===== src/rtl/thr_audio_fifo_pkg.sv =====
package thr_audio_fifo_pkg;
  typedef enum logic {
    REQ_IDLE  = 1'b0,
    REQ_BURST = 1'b1
  } req_state_e;
endpackage


===== src/rtl/thr_audio_fifo_store.sv =====
module thr_audio_fifo_store #(
  parameter int DEPTH = 128,
  parameter int WIDTH = 32,
  localparam int AW = (DEPTH > 1) ? $clog2(DEPTH) : 1
) (
  input  logic             clk,
  input  logic             we,
  input  logic [AW-1:0]    waddr,
  input  logic [WIDTH-1:0] wdata,
  input  logic [AW-1:0]    raddr,
  output logic [WIDTH-1:0] rdata
);
  logic [WIDTH-1:0] mem [DEPTH];

  always_ff @(posedge clk) begin
    if (we) mem[waddr] <= wdata;
  end

  assign rdata = mem[raddr];
endmodule


===== src/rtl/thr_audio_fifo_ctrl.sv =====
module thr_audio_fifo_ctrl #(
  parameter int DEPTH = 128,
  parameter int WIDTH = 32,
  localparam int AW    = (DEPTH > 1) ? $clog2(DEPTH) : 1,
  localparam int CNT_W = $clog2(DEPTH + 1)
) (
  input  logic             clk,
  input  logic             rst_n,
  input  logic             word32,
  input  logic             wr_en,
  input  logic [WIDTH-1:0] wr_data,
  input  logic             rd_en,
  input  logic [WIDTH-1:0] mem_q,
  output logic             mem_we,
  output logic [AW-1:0]    mem_waddr,
  output logic [WIDTH-1:0] mem_wdata,
  output logic [AW-1:0]    mem_raddr,
  output logic [WIDTH-1:0] rd_data,
  output logic [CNT_W-1:0] level,
  output logic             wr_acc,
  output logic             rd_acc,
  output logic             ovf_flag,
  output logic             unf_flag
);
  localparam logic [CNT_W-1:0] DEPTH_C  = CNT_W'(DEPTH);
  localparam logic [AW-1:0]    LAST_PTR = AW'(DEPTH - 1);
  localparam int               HALF_W   = WIDTH / 2;
  localparam logic [WIDTH-1:0] LOW_MASK = {{(WIDTH - HALF_W){1'b0}}, {HALF_W{1'b1}}};

  logic [AW-1:0]    wp_q, wp_d, rp_q, rp_d;
  logic [CNT_W-1:0] lvl_q, lvl_d;
  logic             ovf_q, ovf_d, unf_q, unf_d;
  logic [WIDTH-1:0] rdat_q, rdat_d;
  logic             full, empty;

  assign full   = (lvl_q == DEPTH_C);
  assign empty  = (lvl_q == '0);
  assign wr_acc = wr_en && !full;
  assign rd_acc = rd_en && !empty;

  assign mem_we    = wr_acc;
  assign mem_waddr = wp_q;
  assign mem_raddr = rp_q;
  assign mem_wdata = word32 ? wr_data : (wr_data & LOW_MASK);

  always_comb begin
    wp_d   = wp_q;
    rp_d   = rp_q;
    lvl_d  = lvl_q;
    ovf_d  = ovf_q | (wr_en & full);
    unf_d  = unf_q | (rd_en & empty);
    rdat_d = rdat_q;
    if (wr_acc) wp_d = (wp_q == LAST_PTR) ? '0 : wp_q + AW'(1);
    if (rd_acc) rp_d = (rp_q == LAST_PTR) ? '0 : rp_q + AW'(1);
    case ({wr_acc, rd_acc})
      2'b10:   lvl_d = lvl_q + CNT_W'(1);
      2'b01:   lvl_d = lvl_q - CNT_W'(1);
      default: lvl_d = lvl_q;
    endcase
    if (rd_en) rdat_d = rd_acc ? mem_q : '0;
  end

  always_ff @(posedge clk or negedge rst_n) begin
    if (!rst_n) begin
      wp_q  <= '0;
      rp_q  <= '0;
      lvl_q <= '0;
      ovf_q <= 1'b0;
      unf_q <= 1'b0;
    end else begin
      wp_q  <= wp_d;
      rp_q  <= rp_d;
      lvl_q <= lvl_d;
      ovf_q <= ovf_d;
      unf_q <= unf_d;
    end
  end

  always_ff @(posedge clk or negedge rst_n) begin
    if (!rst_n)     rdat_q <= '0;
    else if (rd_en) rdat_q <= rdat_d;
  end

  assign rd_data  = rdat_q;
  assign level    = lvl_q;
  assign ovf_flag = ovf_q;
  assign unf_flag = unf_q;

  // the level never exceeds the capacity
  a_r2_level_bound: assert property (@(posedge clk) disable iff (!rst_n)
    level <= DEPTH_C);

  // one accepted write alone raises the level by one
  a_r2_level_inc: assert property (@(posedge clk) disable iff (!rst_n)
    (wr_en && !full && !rd_en) |=> (level == $past(level) + CNT_W'(1)));

  // a write at full is dropped and flagged
  a_r4_full_drop: assert property (@(posedge clk) disable iff (!rst_n)
    (wr_en && full && !rd_en) |=> (level == DEPTH_C) && ovf_flag);

  // overflow is sticky
  a_r4_ovf_sticky: assert property (@(posedge clk) disable iff (!rst_n)
    ovf_flag |=> ovf_flag);

  // reading empty returns zero and flags underflow
  a_r5_empty_read: assert property (@(posedge clk) disable iff (!rst_n)
    (rd_en && empty && !wr_en) |=> (rd_data == '0) && unf_flag && (level == '0));

  // underflow is sticky
  a_r5_unf_sticky: assert property (@(posedge clk) disable iff (!rst_n)
    unf_flag |=> unf_flag);
endmodule


===== src/rtl/thr_audio_fifo_req.sv =====
module thr_audio_fifo_req
  import thr_audio_fifo_pkg::*;
#(
  parameter int DEPTH   = 128,
  parameter int THR_MAX = 128,
  localparam int CNT_W  = $clog2(DEPTH + 1)
) (
  input  logic             clk,
  input  logic             rst_n,
  input  logic             dir_tx,
  input  logic             elem_mode,
  input  logic [CNT_W-1:0] thr_words,
  input  logic [CNT_W-1:0] level,
  input  logic             wr_acc,
  input  logic             rd_acc,
  output logic             dma_req
);
  localparam logic [CNT_W-1:0] DEPTH_C = CNT_W'(DEPTH);
  localparam logic [CNT_W-1:0] TMAX_C  = CNT_W'(THR_MAX);
  localparam logic [CNT_W-1:0] ONE_C   = CNT_W'(1);

  req_state_e       st_q, st_d;
  logic [CNT_W-1:0] left_q, left_d;
  logic [CNT_W-1:0] eff_thr, free_words;
  logic             ready, moved;

  always_comb begin
    if (elem_mode)                eff_thr = ONE_C;
    else if (thr_words == '0)     eff_thr = ONE_C;
    else if (thr_words > TMAX_C)  eff_thr = TMAX_C;
    else                          eff_thr = thr_words;
  end

  assign free_words = DEPTH_C - level;
  assign ready      = dir_tx ? (free_words >= eff_thr) : (level >= eff_thr);
  assign moved      = dir_tx ? wr_acc : rd_acc;

  always_comb begin
    st_d   = st_q;
    left_d = left_q;
    case (st_q)
      REQ_IDLE: begin
        if (ready) begin
          st_d   = REQ_BURST;
          left_d = eff_thr;
        end
      end
      REQ_BURST: begin
        if (moved) begin
          if (left_q == ONE_C) begin
            st_d   = REQ_IDLE;
            left_d = '0;
          end else begin
            left_d = left_q - ONE_C;
          end
        end
      end
      default: begin
        st_d   = REQ_IDLE;
        left_d = '0;
      end
    endcase
  end

  always_ff @(posedge clk or negedge rst_n) begin
    if (!rst_n) begin
      st_q   <= REQ_IDLE;
      left_q <= '0;
    end else begin
      st_q   <= st_d;
      left_q <= left_d;
    end
  end

  assign dma_req = (st_q == REQ_BURST);

  // request held while the block is unfinished
  a_r8_hold: assert property (@(posedge clk) disable iff (!rst_n)
    (dma_req && !moved) |=> dma_req);

  // request drops after the last word of the block
  a_r8_release: assert property (@(posedge clk) disable iff (!rst_n)
    (dma_req && moved && left_q == ONE_C) |=> !dma_req);

  // a started block length is always within 1..THR_MAX
  a_r10_block_len: assert property (@(posedge clk) disable iff (!rst_n)
    (!dma_req && ready) |=> (left_q >= ONE_C) && (left_q <= TMAX_C));

  // element mode starts single-word blocks
  a_r9_elem_len: assert property (@(posedge clk) disable iff (!rst_n)
    (!dma_req && ready && elem_mode) |=> (left_q == ONE_C));
endmodule


===== src/rtl/thr_audio_fifo.sv =====
module thr_audio_fifo #(
  parameter int DEPTH   = 128,
  parameter int WIDTH   = 32,
  parameter int THR_MAX = DEPTH,
  localparam int AW     = (DEPTH > 1) ? $clog2(DEPTH) : 1,
  localparam int CNT_W  = $clog2(DEPTH + 1)
) (
  input  logic             clk,
  input  logic             rst_n,
  input  logic             dir_tx,
  input  logic             elem_mode,
  input  logic             word32,
  input  logic [CNT_W-1:0] thr_words,
  input  logic             wr_en,
  input  logic [WIDTH-1:0] wr_data,
  input  logic             rd_en,
  output logic [WIDTH-1:0] rd_data,
  output logic             dma_req,
  output logic [CNT_W-1:0] fill_level,
  output logic             ovf_flag,
  output logic             unf_flag
);
  logic             mem_we;
  logic [AW-1:0]    mem_waddr, mem_raddr;
  logic [WIDTH-1:0] mem_wdata, mem_q;
  logic             wr_acc, rd_acc;
  logic [CNT_W-1:0] level;

  thr_audio_fifo_store #(.DEPTH(DEPTH), .WIDTH(WIDTH)) u_store (
    .clk   (clk),
    .we    (mem_we),
    .waddr (mem_waddr),
    .wdata (mem_wdata),
    .raddr (mem_raddr),
    .rdata (mem_q)
  );

  thr_audio_fifo_ctrl #(.DEPTH(DEPTH), .WIDTH(WIDTH)) u_ctrl (
    .clk       (clk),
    .rst_n     (rst_n),
    .word32    (word32),
    .wr_en     (wr_en),
    .wr_data   (wr_data),
    .rd_en     (rd_en),
    .mem_q     (mem_q),
    .mem_we    (mem_we),
    .mem_waddr (mem_waddr),
    .mem_wdata (mem_wdata),
    .mem_raddr (mem_raddr),
    .rd_data   (rd_data),
    .level     (level),
    .wr_acc    (wr_acc),
    .rd_acc    (rd_acc),
    .ovf_flag  (ovf_flag),
    .unf_flag  (unf_flag)
  );

  thr_audio_fifo_req #(.DEPTH(DEPTH), .THR_MAX(THR_MAX)) u_req (
    .clk       (clk),
    .rst_n     (rst_n),
    .dir_tx    (dir_tx),
    .elem_mode (elem_mode),
    .thr_words (thr_words),
    .level     (level),
    .wr_acc    (wr_acc),
    .rd_acc    (rd_acc),
    .dma_req   (dma_req)
  );

  assign fill_level = level;

  // nothing is pending right after reset
  a_r1_idle_after_reset: assert property (@(posedge clk) disable iff (!rst_n)
    $rose(rst_n) |-> (fill_level == '0) && !ovf_flag && !unf_flag);
endmodule


===== config.mk =====
export PLATFORM = sky130hd
export DESIGN_NAME = thr_audio_fifo
export DESIGN_NICKNAME = d
export VERILOG_FILES = /design/src/rtl/thr_audio_fifo_pkg.sv /design/src/rtl/thr_audio_fifo_store.sv /design/src/rtl/thr_audio_fifo_ctrl.sv /design/src/rtl/thr_audio_fifo_req.sv /design/src/rtl/thr_audio_fifo.sv
export SDC_FILE = /design/constraint.sdc
export NUM_CORES = 2
export LEC_CHECK = 0
export BUFFER_PORTS_ARGS = -buffer_cell sky130_fd_sc_hd__buf_2
export CAP_MARGIN = 20
export CORE_ASPECT_RATIO = 2
export CORE_UTILIZATION = 55
export CTS_CLUSTER_DIAMETER = 150
export DETAILED_ROUTE_END_ITERATION = 12
export HOLD_SLACK_MARGIN = 0.05
export PLACE_DENSITY = 0.71
export SETUP_SLACK_MARGIN = 0.1
export SYNTH_ARGS = -nofsm -noshare
export SYNTH_HDL_FRONTEND = slang
export SYNTH_HIERARCHICAL = 1
export SYNTH_SLANG_ARGS = --single-unit

===== constraint.sdc =====
create_clock -name clk -period 7.2 [get_ports clk]
set_input_delay 1.44 -clock clk [delete_from_list [all_inputs] [get_ports clk]]
set_output_delay 1.44 -clock clk [all_outputs]
set_load 0.005 [all_outputs]

# --- Yosys cells after proc, flatten, opt, wreduce, memory -nomap -nowiden ---
# Memory sizes are Yosys's and may differ from the RTL's.
# Cells that the tools add are included.
word_totals:
  ff_bits: 65
  latch_bits: 0
  ramBits: 4096
  romBits: 0
  input_bits: 47
  out_inout_bits: 43
  elab_cells: 59
  n_memories: 1
op_classes:
  addsub: 6
  n_mul: 0
  div: 0
  magnitude_cmp: 3
  eq_ne: 8
  shift: 0
  n_mux: 20
  bitwise_logic: 5
  reduce_logical: 8
memory_table:
  columns: ["memory", "depth", "word_bits", "read_ports", "rd_ports_with_merged_regs", "wr", "line", "source"]
  rows:
  - ["u_store.mem", 128, 32, 1, 0, 1, "thr_audio_fifo_store.sv:13", "logic [WIDTH-1:0] mem [DEPTH];"]
ops:
  columns: ["operator", "n"]
  rows:
  - ["32-bit 2-to-1 mux", 2]
  - ["8-bit 2-to-1 mux", 6]
  - ["8-bit case mux with 2 select lines", 2]
  - ["8-bit greater-or-equal comparator", 2]
  - ["8-bit logical NOT", 2]
  - ["8-bit by 1-bit subtractor with 8-bit output (second input constant)", 2]
  - ["7-bit by 1-bit adder with 7-bit output (second input constant)", 2]
  - ["7-bit == test (second input constant)", 2]
  - ["7-bit 2-to-1 mux", 2]
  - ["8-bit by 1-bit adder with 8-bit output (second input constant)", 1]
  - ["8-bit by 1-bit == test with 1-bit output (second input constant)", 1]
  - ["8-bit == test (second input constant)", 1]
  - ["8-bit greater-than comparator (second input constant)", 1]
  - ["8-bit subtractor (first input constant)", 1]
  - ["1-bit 2-to-1 mux", 7]
  - ["1-bit AND", 2]
  - ["2-bit by 1-bit == test with 1-bit output (second input constant)", 1]
  - ["2-bit == test (second input constant)", 1]
  - ["1-bit logical AND", 2]
  - ["1-bit logical NOT", 2]
  - ["2-bit by 1-bit inequality test with 1-bit output (second input constant)", 1]
  - ["2-bit inequality test (second input constant)", 1]
  - ["1-bit OR", 2]
  - ["1-bit case mux with 2 select lines", 1]
  - ["other kinds (3)", 3]

# --- Logic depth before layout (Yosys ltp) ---
logic_depth:
  depth_word: 8
  depth_mapped: 12
  mapped_depth_nobuf: 12

# --- Cells and area by module ---
# Netlist, hierarchy kept.
by_module_without_submodules:
  columns: ["mod", "instances", "cells_per_inst", "area_each_um2", "seq_area_each_um2"]
  rows:
  - ["thr_audio_fifo_store", 1, 5958, 155635.5, 122998.0]
  - ["thr_audio_fifo_ctrl", 1, 306, 2847.7, 1401.3]
  - ["thr_audio_fifo_req", 1, 133, 1134.8, 225.2]

# --- Least setup slack after synthesis ---
# OpenSTA, ideal clock, no wires.
synth_path:
  path_type: "in2reg"
  start: "input wr_en"
  end: "memory u_store.mem[98][0] (enable)"
  setup_time_ns: 0.461
  t_arrival_ns: 4.468
  required_time_ns: 6.739
  slack_ns: 2.270
  stages: 5
  n_path_buf: 1
  cell_sequence: "nand2_1 -> inv_2 -> clkbuf_1 -> nand4_1 -> nor3_1"
synth_between:
  elab_chain_cells: 3
synth_lines:
  columns: ["item", "line", "source"]
  rows:
  - ["start: declaration", "thr_audio_fifo.sv:14", "input logic wr_en,"]
  - ["1-bit logical AND", "thr_audio_fifo_ctrl.sv:38", "assign wr_acc = wr_en && !full;"]
  - ["via mem_we", "thr_audio_fifo.sv:23", "logic mem_we;"]
  - ["1-bit 2-to-1 mux", "thr_audio_fifo_store.sv:16", "if (we) mem[waddr] <= wdata;"]
  - ["1-bit 2-to-1 mux (not written as such)", "thr_audio_fifo_store.sv:16", null]
  - ["end: declaration", "thr_audio_fifo_store.sv:13", null]
# The timed path passes the listed nets, and every way through them passes these cells.

# --- Final worst setup path ---
layout_path:
  start: "register u_ctrl.rp_q[0], in the netlist u_ctrl/mem_raddr[0]"
  end: "register u_ctrl.rdat_q[26], in the netlist u_ctrl/rd_data[26]"
layout_between:
  elab_chain_cells: 2
layout_lines:
  columns: ["item", "line", "source"]
  rows:
  - ["start: declaration", "thr_audio_fifo_ctrl.sv:30", "logic [AW-1:0] wp_q, wp_d, rp_q, rp_d;"]
  - ["start signal: assignment", "thr_audio_fifo_ctrl.sv:72", "rp_q <= rp_d;"]
  - ["memory 128 x 32 bit", null, null]
  - ["via mem_q[26]", "thr_audio_fifo.sv:25", "logic [WIDTH-1:0] mem_wdata, mem_q;"]
  - ["32-bit 2-to-1 mux", "thr_audio_fifo_ctrl.sv:60", "if (rd_en) rdat_d = rd_acc ? mem_q : '0;"]
  - ["end signal: assignment", "thr_audio_fifo_ctrl.sv:81", "else if (rd_en) rdat_q <= rdat_d;"]
  - ["end: declaration", "thr_audio_fifo_ctrl.sv:33", "logic [WIDTH-1:0] rdat_q, rdat_d;"]
# The timed path passes the listed nets, and every way through them passes these cells.
# A chain may end at the register's enable or synchronous reset.

==> impl_metrics.csv <==
group,metric,value,unit
timing,finalHoldViolCount,0,
final_layout,final_util,61.65,%
clocking,ctsResizeCount,0,
global_route,met1_usage,32.79,%
setup_path,crit_fanout,32,
global_route,grt_max_degree,126,
clocking,cts_root_buffer,"clkbuf_16",
synth,yosysTopAreaCellShare,77.06,%
power,p_leak,54.69,nW
synth,ys_ff_latch,4161,
power,ir_worst_vdd,351.6,uV
setup_path,crit_path_end_kind,"flop",
placement,port_buffers,89,
clocking,cts.clk_slew.worst_paths,0.07,ns
clocking,cts_tree,"yes",
timing,finalSetupTns,0,ns
timing,fmaxAchievable,227.2,MHz
flow_run,drv_cap,0,
global_route,grt_use_met2,49.37,%
final_layout,fin_area,178000,sq um
setup_path,max_stage_delay,1.10,ns
die,die_width,382.9,um
synth,avgSynthCellArea,24.95,sq um
detailed_routing,dr.pass1.iters,9,
final_layout,final_nets,6770,
detailed_routing,ant_nets,0,
detailed_routing,viasPerCell,6.646,
timing,drv_slew,0,
detailed_routing,first_iter_violations,8947,
setup_path,slowest_stage,"dfrtp_4",
synth,synth_area_leader_cell,"edfxtp_1",
timing,fin_skew,0.04877,ns
setup_path,path_cells,"buf_4 -> mux4_2 -> mux4_2 -> mux4_2 -> mux2_2 -> nand2_1 -> o21ai_1",
synth,yosys_warnings,6,
setup_path,cp.arrival,5.18,ns
die,core_region_area,288700,sq um
clocking,clock_path_buffers,4,
synth,synth-edff-count,4096,
timing,finalSetupViolations,0,
synth,ys_seq_area_share,78.08,%
synth,synth_nets,6470,
clocking,cts_num_sinks,4161,
outcome,status,"finished, violations left",
final_layout,final_common_cell,"edfxtp_1",
synth,syn_area,159600,sq um
timing,final.min_clock_period,4.400,ns
global_route,busiest_layer,"met2",
clocking,cts-hold-fix-buffers,0,
setup_path,path_delay_family,"multiplexers",
clocking,h-tree-depth,5,
detailed_routing,route.vias.total,72583,
global_route,antenna_found_initial,59,
global_route,grt_usage,28.10,%
synth,ys_types,65,
synth,synth_cells,6397,
setup_path,r2r_cells,7,
timing,tightest_slew,1.198,ns
setup_path,worstSetupPathDepth,7,
synth,async_reset_ff_share,1.562,%
die,design.die.area,292500,sq um
power,power.density,355.7,nW/um^2
die,start_util,55.29,%
synth,synthFlopType,"edfxtp_1",
global_route,grt_overflow_total,0,
setup_path,path_class,"flop to flop",
placement,dpl_cell_area,166600,sq um
clocking,post_cts_buffers,0,
worst_hold_path,hold_depth,1,
final_layout,mostFrequentLayoutCells,"edfxtp_1 (4096), mux4_2 (1344), clkbuf_16 (349)",
clocking,numCtsBuffers,337,
placement,gp_congestion,0.8972,
setup_path,worst_setup_path_start_kind,"flop",
detailed_routing,drt-total-wl,409900,um
final_layout,layout-drive-gt1-share,33.32,%
detailed_routing,route.detailed.drc,42,
setup_path,crit_buf_inv,1,
worst_hold_path,min_path_type,"flop to flop",
global_route,grt_pass1_vias,73742,
placement,hpwl,247400,um
timing,finalCritPeriodShare,61.12,%
clocking,clk_latency,0.91,ns
detailed_routing,drt-wirelength-per-cell,37.53,um
setup_path,crit_path_frequent_cell,"mux4_2",
global_route,met3_usage,3.529,%
die,placementRows,279,
outcome,violations,"DRC",
final_layout,area_growth_syn_to_layout,11.51,%
timing,slew_headroom,20.12,%
timing,rsz0062_at_grt,"false",
setup_path,crit_required,7.98,ns
die,ioPinCount,90,
global_route,grt_pass1_wl,567400,um
synth,synth_area_leaders,"edfxtp_1 (77%), mux4_2 (19%), dfrtp_1 (1.0%)",
die,fp.dieH,763.9,um
final_layout,nFillCells,18595,
-- cell type report --
cell class	count	area, sq um	area share, %
Clock inverter	189	1827	1.026
Inverter	44	165.2	0.09279
Timing Repair Buffer	306	2848	1.600
Clock buffer	419	9026	5.071
Antenna cell	163	407.9	0.2292
Tap cell	3793	4746	2.666
Multi-Input combinational cell	1847	34320	19.28
Sequential cell	4161	124600	70.03
-- synth_stat cells (5+ instances only) --
cell type  number
nor2_1        136
ha_1           25
o21ai_1        35
nand4_1         6
clkbuf_1      190
nor2b_1         8
mux4_2       1344
mux2_2         34
mux2i_1         5
buf_4          20
a211oi_1        5
nor3_1         12
buf_2          81
and2_1         21
a21oi_1        15
o21ai_0         9
xnor2_1        14
nand3_1        22
edfxtp_1     4096
inv_1          42
buf_1          50
nand2_1        79
dfrtp_1        65
a21o_1          5
-- path summary, 6_finish.rpt --
kind,end,start,slack [ns]
max,u_ctrl/rd_data[26],u_ctrl/mem_raddr[0],2.80
min,u_ctrl/unf_flag,u_ctrl/unf_flag,0.47
max reg2reg,u_ctrl/rd_data[26],u_ctrl/mem_raddr[0],2.80
min reg2reg,u_ctrl/unf_flag,u_ctrl/unf_flag,0.47
max in group asynchronous,u_ctrl/mem_raddr[4],rst_n,5.79
min in group asynchronous,u_ctrl/unf_flag,rst_n,0.66
-- layer usage --
metal,up-vias,share of wire (%)
met2,3788,53
met3,737,7.2
met4,10,7.1
met5,-,0.014
li1,28480,-
met1,39568,32
-- metrics by stage --
step                cells  hold WS, ns  worst slack (ns)  total power [mW]
global route        10895       0.4961             2.680             64.47
CTS                 10752       0.4724             2.758             63.38
global placement    10122       0.4443             2.115             44.92
finish              10922       0.4707             2.800             63.31
detailed placement  10144       0.4560             2.082             45.09
floorplan            6397       0.4510             2.271             37.59
-- flip-flops by register name (all words and copies together) (netlist names) --
register	flops
u_ctrl/mem_waddr	7
u_store/mem	4096
u_ctrl/mem_raddr	7
u_req/dma_req	1
u_ctrl/rd_data	32
u_ctrl/ovf_flag	1
u_ctrl/unf_flag	1
u_req/left_q	8
u_ctrl/level	8
-- worst reg2reg max path, cell delays in order, from the launching register on --
cell     delay [ns]
dfrtp_4        1.10
buf_4          0.71
mux4_2         0.62
mux4_2         0.68
mux4_2         0.69
mux2_2         0.34
nand2_1        0.07
o21ai_1        0.07
-- cell families (layout without fill, tap and decap cells) --
family                   Yosys count  after routing  share of synthesized area, %
multiplexers                    1384           1384                         19.24
AND/OR/NAND/NOR                  315            315                        0.8952
buffers and inverters            389            958                         1.050
flip-flops                      4161           4161                         78.08
adder cells (fa/ha/maj)           26             26                        0.2085
XOR/XNOR                          18             18                       0.09877
other                              0            163                             0
AO/OA/AOI/OAI                    104            104                        0.4296
-- power by group --
| group | internal [mW] | switching [mW] | total [mW] |
|---|---|---|---|
| sequential | 27.1 | 0.681 | 27.8 |
| clock | 10.1 | 8.46 | 18.6 |
| combinational | 6.79 | 10.2 | 16.9 |
| total | 44.0 | 19.3 | 63.3 |
No activity file was read; power rests on OpenSTA's default activity.
